--- config.mk ---
export PLATFORM = sky130hd
export DESIGN_NAME = irq_prio_ctrl
export DESIGN_NICKNAME = d
export VERILOG_FILES = /design/src/rtl/irq_pkg.sv /design/src/rtl/irq_flag_bank.sv /design/src/rtl/irq_cfg_bank.sv /design/src/rtl/irq_arbiter.sv /design/src/rtl/irq_prio_ctrl.sv
export SDC_FILE = /design/constraint.sdc
export NUM_CORES = 1
export LEC_CHECK = 0
export BUFFER_PORTS_ARGS = -buffer_cell sky130_fd_sc_hd__buf_4
export CORE_AREA = 3 3 114 116
export CTS_BUF_LIST = sky130_fd_sc_hd__clkbuf_8
export DETAILED_ROUTE_END_ITERATION = 8
export DIE_AREA = 0 0 117 119
export PLACE_DENSITY = 0.83
export SETUP_SLACK_MARGIN = 0.15
export SLEW_MARGIN = 20
export SYNTH_ARGS = -nofsm -noshare
export SYNTH_HDL_FRONTEND = slang
export SYNTH_HIERARCHICAL = 1
export SYNTH_SLANG_ARGS = --single-unit
export TNS_END_PERCENT = 100
--- constraint.sdc ---
create_clock -name clk_i -period 34.4 [get_ports clk_i]
set_input_delay 10.32 -clock clk_i [delete_from_list [all_inputs] [get_ports clk_i]]
set_output_delay 10.32 -clock clk_i [all_outputs]
set_load 0.005 [all_outputs]
--- src/rtl/irq_pkg.sv ---
package irq_pkg;
  localparam int LVL_W = 3;
  typedef logic [LVL_W-1:0] lvl_t;
  localparam lvl_t LVL_OFF = '1;

  typedef struct packed {
    logic en;
    logic svc;
    lvl_t lvl;
  } src_cfg_t;

  localparam src_cfg_t CFG_RST = '{en: 1'b0, svc: 1'b0, lvl: LVL_OFF};
endpackage

--- src/rtl/irq_flag_bank.sv ---
module irq_flag_bank #(
  parameter int N_SRC = 16,
  localparam int NUM_W = (N_SRC > 1) ? $clog2(N_SRC) : 1
) (
  input  logic             clk_i,
  input  logic             rst_ni,
  input  logic [N_SRC-1:0] evt_i,
  input  logic [N_SRC-1:0] clr_i,
  input  logic             ack_i,
  input  logic [NUM_W-1:0] ack_num_i,
  output logic [N_SRC-1:0] flag_o
);
  for (genvar i = 0; i < N_SRC; i++) begin : g_flag
    logic ack_hit;
    assign ack_hit = ack_i && (ack_num_i == NUM_W'(i));
    always_ff @(posedge clk_i or negedge rst_ni) begin
      if (!rst_ni)       flag_o[i] <= 1'b0;
      else if (evt_i[i]) flag_o[i] <= 1'b1;  // set beats clear
      else if (clr_i[i] || ack_hit) flag_o[i] <= 1'b0;
    end
  end
endmodule

--- src/rtl/irq_cfg_bank.sv ---
module irq_cfg_bank
  import irq_pkg::*;
#(
  parameter int N_SRC = 16,
  localparam int NUM_W = (N_SRC > 1) ? $clog2(N_SRC) : 1
) (
  input  logic             clk_i,
  input  logic             rst_ni,
  input  logic             wr_i,
  input  logic [NUM_W-1:0] sel_i,
  input  src_cfg_t         wdata_i,
  output src_cfg_t         cfg_o [N_SRC]
);
  for (genvar i = 0; i < N_SRC; i++) begin : g_cfg
    always_ff @(posedge clk_i or negedge rst_ni) begin
      if (!rst_ni) cfg_o[i] <= CFG_RST;
      else if (wr_i && sel_i == NUM_W'(i)) cfg_o[i] <= wdata_i;
    end
  end
endmodule

--- src/rtl/irq_arbiter.sv ---
module irq_arbiter
  import irq_pkg::*;
#(
  parameter int N_SRC = 16,
  localparam int NUM_W = (N_SRC > 1) ? $clog2(N_SRC) : 1
) (
  input  logic [N_SRC-1:0] act_i,
  input  src_cfg_t         cfg_i [N_SRC],
  output logic             hit_o,
  output logic [NUM_W-1:0] num_o,
  output lvl_t             lvl_o,
  output logic             svc_o
);
  // ascending scan, strict compare keeps the lowest index on ties
  always_comb begin
    hit_o = 1'b0;
    num_o = '0;
    lvl_o = LVL_OFF;
    svc_o = 1'b0;
    for (int i = 0; i < N_SRC; i++) begin
      if (act_i[i] && (!hit_o || cfg_i[i].lvl < lvl_o)) begin
        hit_o = 1'b1;
        num_o = NUM_W'(i);
        lvl_o = cfg_i[i].lvl;
        svc_o = cfg_i[i].svc;
      end
    end
  end
endmodule

--- src/rtl/irq_prio_ctrl.sv ---
module irq_prio_ctrl
  import irq_pkg::*;
#(
  parameter int N_SRC = 16,
  localparam int NUM_W = (N_SRC > 1) ? $clog2(N_SRC) : 1
) (
  input  logic             clk_i,
  input  logic             rst_ni,
  input  logic [N_SRC-1:0] evt_i,
  input  logic [N_SRC-1:0] clr_i,
  input  logic             ack_i,
  input  logic [NUM_W-1:0] ack_num_i,
  input  logic             cfg_wr_i,
  input  logic [NUM_W-1:0] cfg_sel_i,
  input  logic             cfg_en_i,
  input  logic [2:0]       cfg_lvl_i,
  input  logic             cfg_svc_i,
  input  logic [2:0]       cpu_ilm_i,
  input  logic             cpu_ie_i,
  output logic [N_SRC-1:0] pend_o,
  output logic             win_valid_o,
  output logic [NUM_W-1:0] win_num_o,
  output logic [2:0]       win_lvl_o,
  output logic             win_svc_o,
  output logic             take_o
);
  src_cfg_t         cfg_q [N_SRC];
  src_cfg_t         wdata;
  logic [N_SRC-1:0] act;
  logic             arb_hit;
  logic [NUM_W-1:0] arb_num;
  lvl_t             arb_lvl;
  logic             arb_svc;

  assign wdata = '{en: cfg_en_i, svc: cfg_svc_i, lvl: cfg_lvl_i};

  irq_flag_bank #(.N_SRC(N_SRC)) u_flags (
    .clk_i, .rst_ni, .evt_i, .clr_i, .ack_i, .ack_num_i, .flag_o(pend_o)
  );

  irq_cfg_bank #(.N_SRC(N_SRC)) u_cfg (
    .clk_i, .rst_ni, .wr_i(cfg_wr_i), .sel_i(cfg_sel_i), .wdata_i(wdata), .cfg_o(cfg_q)
  );

  for (genvar i = 0; i < N_SRC; i++) begin : g_act
    assign act[i] = pend_o[i] & cfg_q[i].en;
  end

  irq_arbiter #(.N_SRC(N_SRC)) u_arb (
    .act_i(act), .cfg_i(cfg_q), .hit_o(arb_hit), .num_o(arb_num),
    .lvl_o(arb_lvl), .svc_o(arb_svc)
  );

  always_ff @(posedge clk_i or negedge rst_ni) begin
    if (!rst_ni) begin
      win_valid_o <= 1'b0;
      win_num_o   <= '0;
      win_lvl_o   <= '0;
      win_svc_o   <= 1'b0;
    end else begin
      win_valid_o <= arb_hit;
      win_num_o   <= arb_num;
      win_lvl_o   <= arb_hit ? arb_lvl : '0;
      win_svc_o   <= arb_hit & arb_svc;
    end
  end

  assign take_o = win_valid_o && cpu_ie_i && (win_lvl_o < cpu_ilm_i);
endmodule

Word level (Yosys, flattened, before mapping)
Cells that the tools add are included.

storage, ports and cells
  memory bits (writable) = 0
  latch bits = 0
  output and inout bits = 26
  ROM bits = 0
  register bits after elaboration = 105
  input bits = 53
  logic and storage cells = 340
  memories = 0

operators by class
  add/subtract/negate cells = 0
  shifts and indexed selects = 0
  eq/ne operators = 30
  muxes and demuxes = 96
  reduce and logical (&&, ||, !) cells = 113
  magnitude comparators = 16
  bitwise logic cells = 17
  multipliers = 0
  div/mod/pow operators = 0

operator list
  cell                                                  number
  two-way mux 1 bit                                     65
  equality test 4 bit (second input constant)           16
  two-way mux 3 bit                                     21
  logical AND 1 bit                                     49
  less-than comparator 3 bit                            16
  equality test 4 x 3 -> 1 bit (second input constant)  8
  two-way mux 4 bit                                     8
  nonzero test 2 bit                                    16
  logical OR 1 bit                                      31
  bitwise AND 1 bit                                     17
  equality test 4 x 2 -> 1 bit (second input constant)  4
  logical NOT 1 bit                                     15
  equality test 4 x 1 -> 1 bit (second input constant)  2
  logical NOT 4 bit                                     2
  two-way mux 2 bit                                     2

Longest topological paths before layout
  depth after elaboration = 63
  gate-level depth with buffers = 103
  depth with buffers taken out = 101

Hierarchy
Netlist, hierarchy kept.

by module, submodules not included
  module         area an instance (um^2)  instances  sequential area each (um^2)  cells each
  irq_cfg_bank   3173.0                   1          2062.0                       191
  irq_arbiter    2797.7                   1          0.0                          410
  irq_flag_bank  839.6                    1          400.4                        70
  irq_prio_ctrl  416.6                    1          225.2                        37

Least setup slack after synthesis
Ideal clock, no wire load.

  kind = input to output
  from = input cpu_ilm_i[1]
  to = output take_o
  buffers on the path = 0
  cell stages on the path = 4
  slack = 12976 ps
  arrival = 11104 ps
  data required time = 24080 ps
  cells stage by stage = inv_1 ha_1 or3b_1 a211oi_2

on the way
  cells in the longest elaborated chain, start to end = 2

ends and longest elaborated chain
  item                        RTL line             RTL
  start, declared             irq_prio_ctrl.sv:18  input logic [2:0] cpu_ilm_i,
  less-than comparator 3 bit  irq_prio_ctrl.sv:68  assign take_o = win_valid_o && cpu_ie_i && (win_lvl_o < cpu_ilm_i);
  logical AND 1 bit           irq_prio_ctrl.sv:68
  end, declared               irq_prio_ctrl.sv:25  output logic take_o

Every way passes these cells.

Worst setup path in the final report
Ends and elaborated chain as after synthesis.

==> results.yml <==
pwr:
  pwr-share-clk_pct: 10.9
  netSwitchingPower_uw: 325
  pwr_density_cell_nw_per_um2: 87.7
  peakVddDrop_uv: 61.8
  internal_power_uw: 386
  p_comb_share_pct: 62.8
  seqPwrFrac_pct: 26.3
  switching_share_pct: 45.7
  power_leakage_uw: 0.00346
worst_setup_path:
  path_cells: "buf_4, inv_1, ha_1, or3b_1, a211oi_2, buf_4"
  max_stage_delay_ns: 0.40
  crit_path_max_fanout: 2
  slowest_stage: "or3b_1"
  worstSetupPathType: "input port to output port"
  cp.required_ns: 24.08
  crit_arrival_ns: 11.34
  cp-end-kind: "output port"
  startpoint_type: "input port"
  cp_common_cell: "buf_4"
sta:
  worstMarginPinSlew_ns: 0.867
  rsz0062_at_grt: "false"
  tns_ns: 0
  finalHoldViolations: 0
  fin_crit_sh_pct: 63.0
  setup-violations-final: 0
  fin_skew_ns: 0.00867
  fin_crit_ns: 21.66
  setup_slack_ns: 12.74
  slew_headroom_pct: 42.2
  max_freq_ghz: 0.0462
  drv_slew: 0
clock_network:
  clk_pin_slew_ns: 0.11
  cts_tree: "done"
  post-cts-setup-buffer-count: 0
  cts_made_buffers: 9
  htree_levels: 3
  cts_resized: 0
  ctsHoldBuffers: 0
  cts_buffer_depth: 2
  clk-insertion-delay-late_ns: 0.40
  root_buffer: "clkbuf_8"
  cts.sink_count: 105
yosys:
  synth_nets: 780
  yosysTopAreaCell: "dfrtp_1"
  yosysWarnings: 6
  synth-edff-count: 0
  yosysSeqAreaShare_pct: 37.2
  synth_seq_cells: 105
  yosysUniqueCellTypes: 93
  synth.top_cell.area_share_pct: 19.7
  syn_inst: 708
  syn_avg_cell_area_um2: 10.2
  synth-main-ff-cell: "dfrtp_1"
  synthTopCellsByArea: "dfrtp_1, dfstp_2, mux2_2, ha_1, nand2_1"
  syn_area_um2: 7230
  synthArstFlopShare_pct: 100
finish:
  num-nets-final: 857
  drive_above_1_share_pct: 36.3
  most-common-layout-cells: "buf_4, mux2_2, dfrtp_1, nand2_1, nor2_1"
  seq_area_um2: 2690
  final_common_cell: "buf_4"
  n_fill_cell: 922
  area_growth_pct: 12.1
  multi_input_area_um2: 4330
  stdcell_count: 937
  finish.utilization_pct: 67.5
  antennaDiodeCount: 0
detailed_routing:
  drt_wl_total_um: 17800
  firstDrtPassIters: 6
  detail-route-antenna-nets: 0
  wire_per_inst_um: 19.0
  drc: 0
  vias: 6029
  drt_iter0_drc: 491
  viasPerCell: 6.43
placement:
  dp_slack_ns: 12.74
  place.gp.congestion: 0.941
  place.port_buffers: 78
  hpwl_um: 13600
  dp.cells: 921
floorplanning:
  die_x_um: 117
  boundaryPins: 79
  dieHeight_um: 119
  dieArea_um2: 13900
  initial_core_util_pct: 60.2
  core.rowCount: 40
  coreArea_um2: 12000
global_route:
  grt_pass1_vias: 6067
  grt_pass1_wl_um: 29800
  grt_max_degree: 74
  globalRouteTotalUtil_pct: 26.8
  grt.overflow.total: 0
  antenna_found_initial: 0
job:
  max_cap_viol_count: 0
run_status:
  outcome: "finished clean"
worst_hold_path:
  hold_path_class: "register to register"
-- through the flow --
step | power (uW) | hold WS [ns] | area [um2]
after CTS | 703 | 0.514 | 8100
after detailed placement | 623 | 0.488 | 7910
final | 711 | 0.515 | 8100
after floorplan | 522 | 0.471 | 7230
after global placement | 605 | 0.480 | 7910
after global routing | 765 | 0.530 | 8100
-- cell usage after synthesis, types with 3 or more instances --
library cell   n
o22ai_1        5
nor3b_2        6
a211oi_1       9
mux2i_1       15
o21ai_0       25
a2bb2oi_1     16
and3b_1        3
buf_6          6
nand3_1        7
nor4_1         3
a211o_1        3
nand2b_1       9
o21a_1         5
nor3b_1        4
and3_1         5
dfstp_2       48
mux2_2        76
nor2_1        52
nand2_1       55
o221ai_1       3
clkbuf_1       7
o211ai_1       5
ha_1          19
nor3_1        16
and2_1        25
or3_1          9
o31a_1         4
a211oi_2       3
a21o_1         4
o21ai_1        6
dfrtp_1       57
a31oi_1        7
nor2b_1       28
nand3b_1       5
a21oi_1       35
mux2_4        12
inv_1         29
and3b_2        4
o31ai_1        5
-- metal layers --
layer / share of wire [%] / global-route usage (%) / wire length [um] / up-vias
li1: - / - / - / 2798
met1: 44 / 36.3 / 7780 / 2919
met2: 47 / 42.1 / 8350 / 264
met3: 6.8 / 5.69 / 1220 / 48
met4: 2.8 / 9.82 / 495 / 0
met5: 0 / 0 / 0 / -
-- worst paths after layout --
check                                        from               to  slack, ns  cells past startpoint
worst min-delay path              u_cfg/cfg_o[79]  u_cfg/cfg_o[79]       0.51                      1
worst max register to register  u_flags/flag_o[0]     win_lvl_o[2]      13.85                     89
worst min register to register    u_cfg/cfg_o[79]  u_cfg/cfg_o[79]       0.51                      1
max in group asynchronous                  rst_ni     win_lvl_o[0]      23.31                      2
min in group asynchronous                  rst_ni     win_num_o[1]       9.87                      1
worst max-delay path                 cpu_ilm_i[1]           take_o      12.74                      6
-- registers in the layout, indices dropped and copies added, names as in the netlist --
name            cells
u_flags/flag_o     16
win_lvl_o           3
win_valid_o         1
win_num_o           4
u_cfg/cfg_o        80
win_svc_o           1
-- power by group through the flow --
| stage | clock, uW | combinational, uW | sequential [uW] |
|---|---|---|---|
| final | 77.4 | 446 | 187 |
| after global routing | 83.2 | 490 | 192 |
| after CTS | 78.7 | 437 | 187 |
| after detailed placement | 0 | 434 | 189 |
| after global placement | 0 | 418 | 187 |
| after floorplan | 0 | 340 | 182 |
-- area by class of cell --
cell class,count,area share (%)
clock inverters,7,0.865
clock buffers,9,1.53
inverters,30,1.39
repair buffers,79,7.32
flip-flops and latches,105,33.2
multi-input cells,560,53.5
well taps,147,2.27
-- cell families (layout without fill, tap and decap cells) --
kind of cell | after synthesis | in the layout | synth area share, %
AOI/OAI and AO/OA | 179 | 179 | 19.5
adders and majority gates | 23 | 23 | 3.88
buffers and inverters | 43 | 125 | 2.86
DFF | 105 | 105 | 37.2
muxes | 106 | 106 | 17.2
and+or+nand+nor | 252 | 252 | 19.4
-- worst max-delay path: cells and delay by family --
family | cells | cell delay (ns)
buffers and inverters | 3 | 0.25
AOI/OAI and AO/OA | 1 | 0.18
adders and majority gates | 1 | 0.19
and+or+nand+nor | 1 | 0.40
Power figures use the tool's default switching activity.
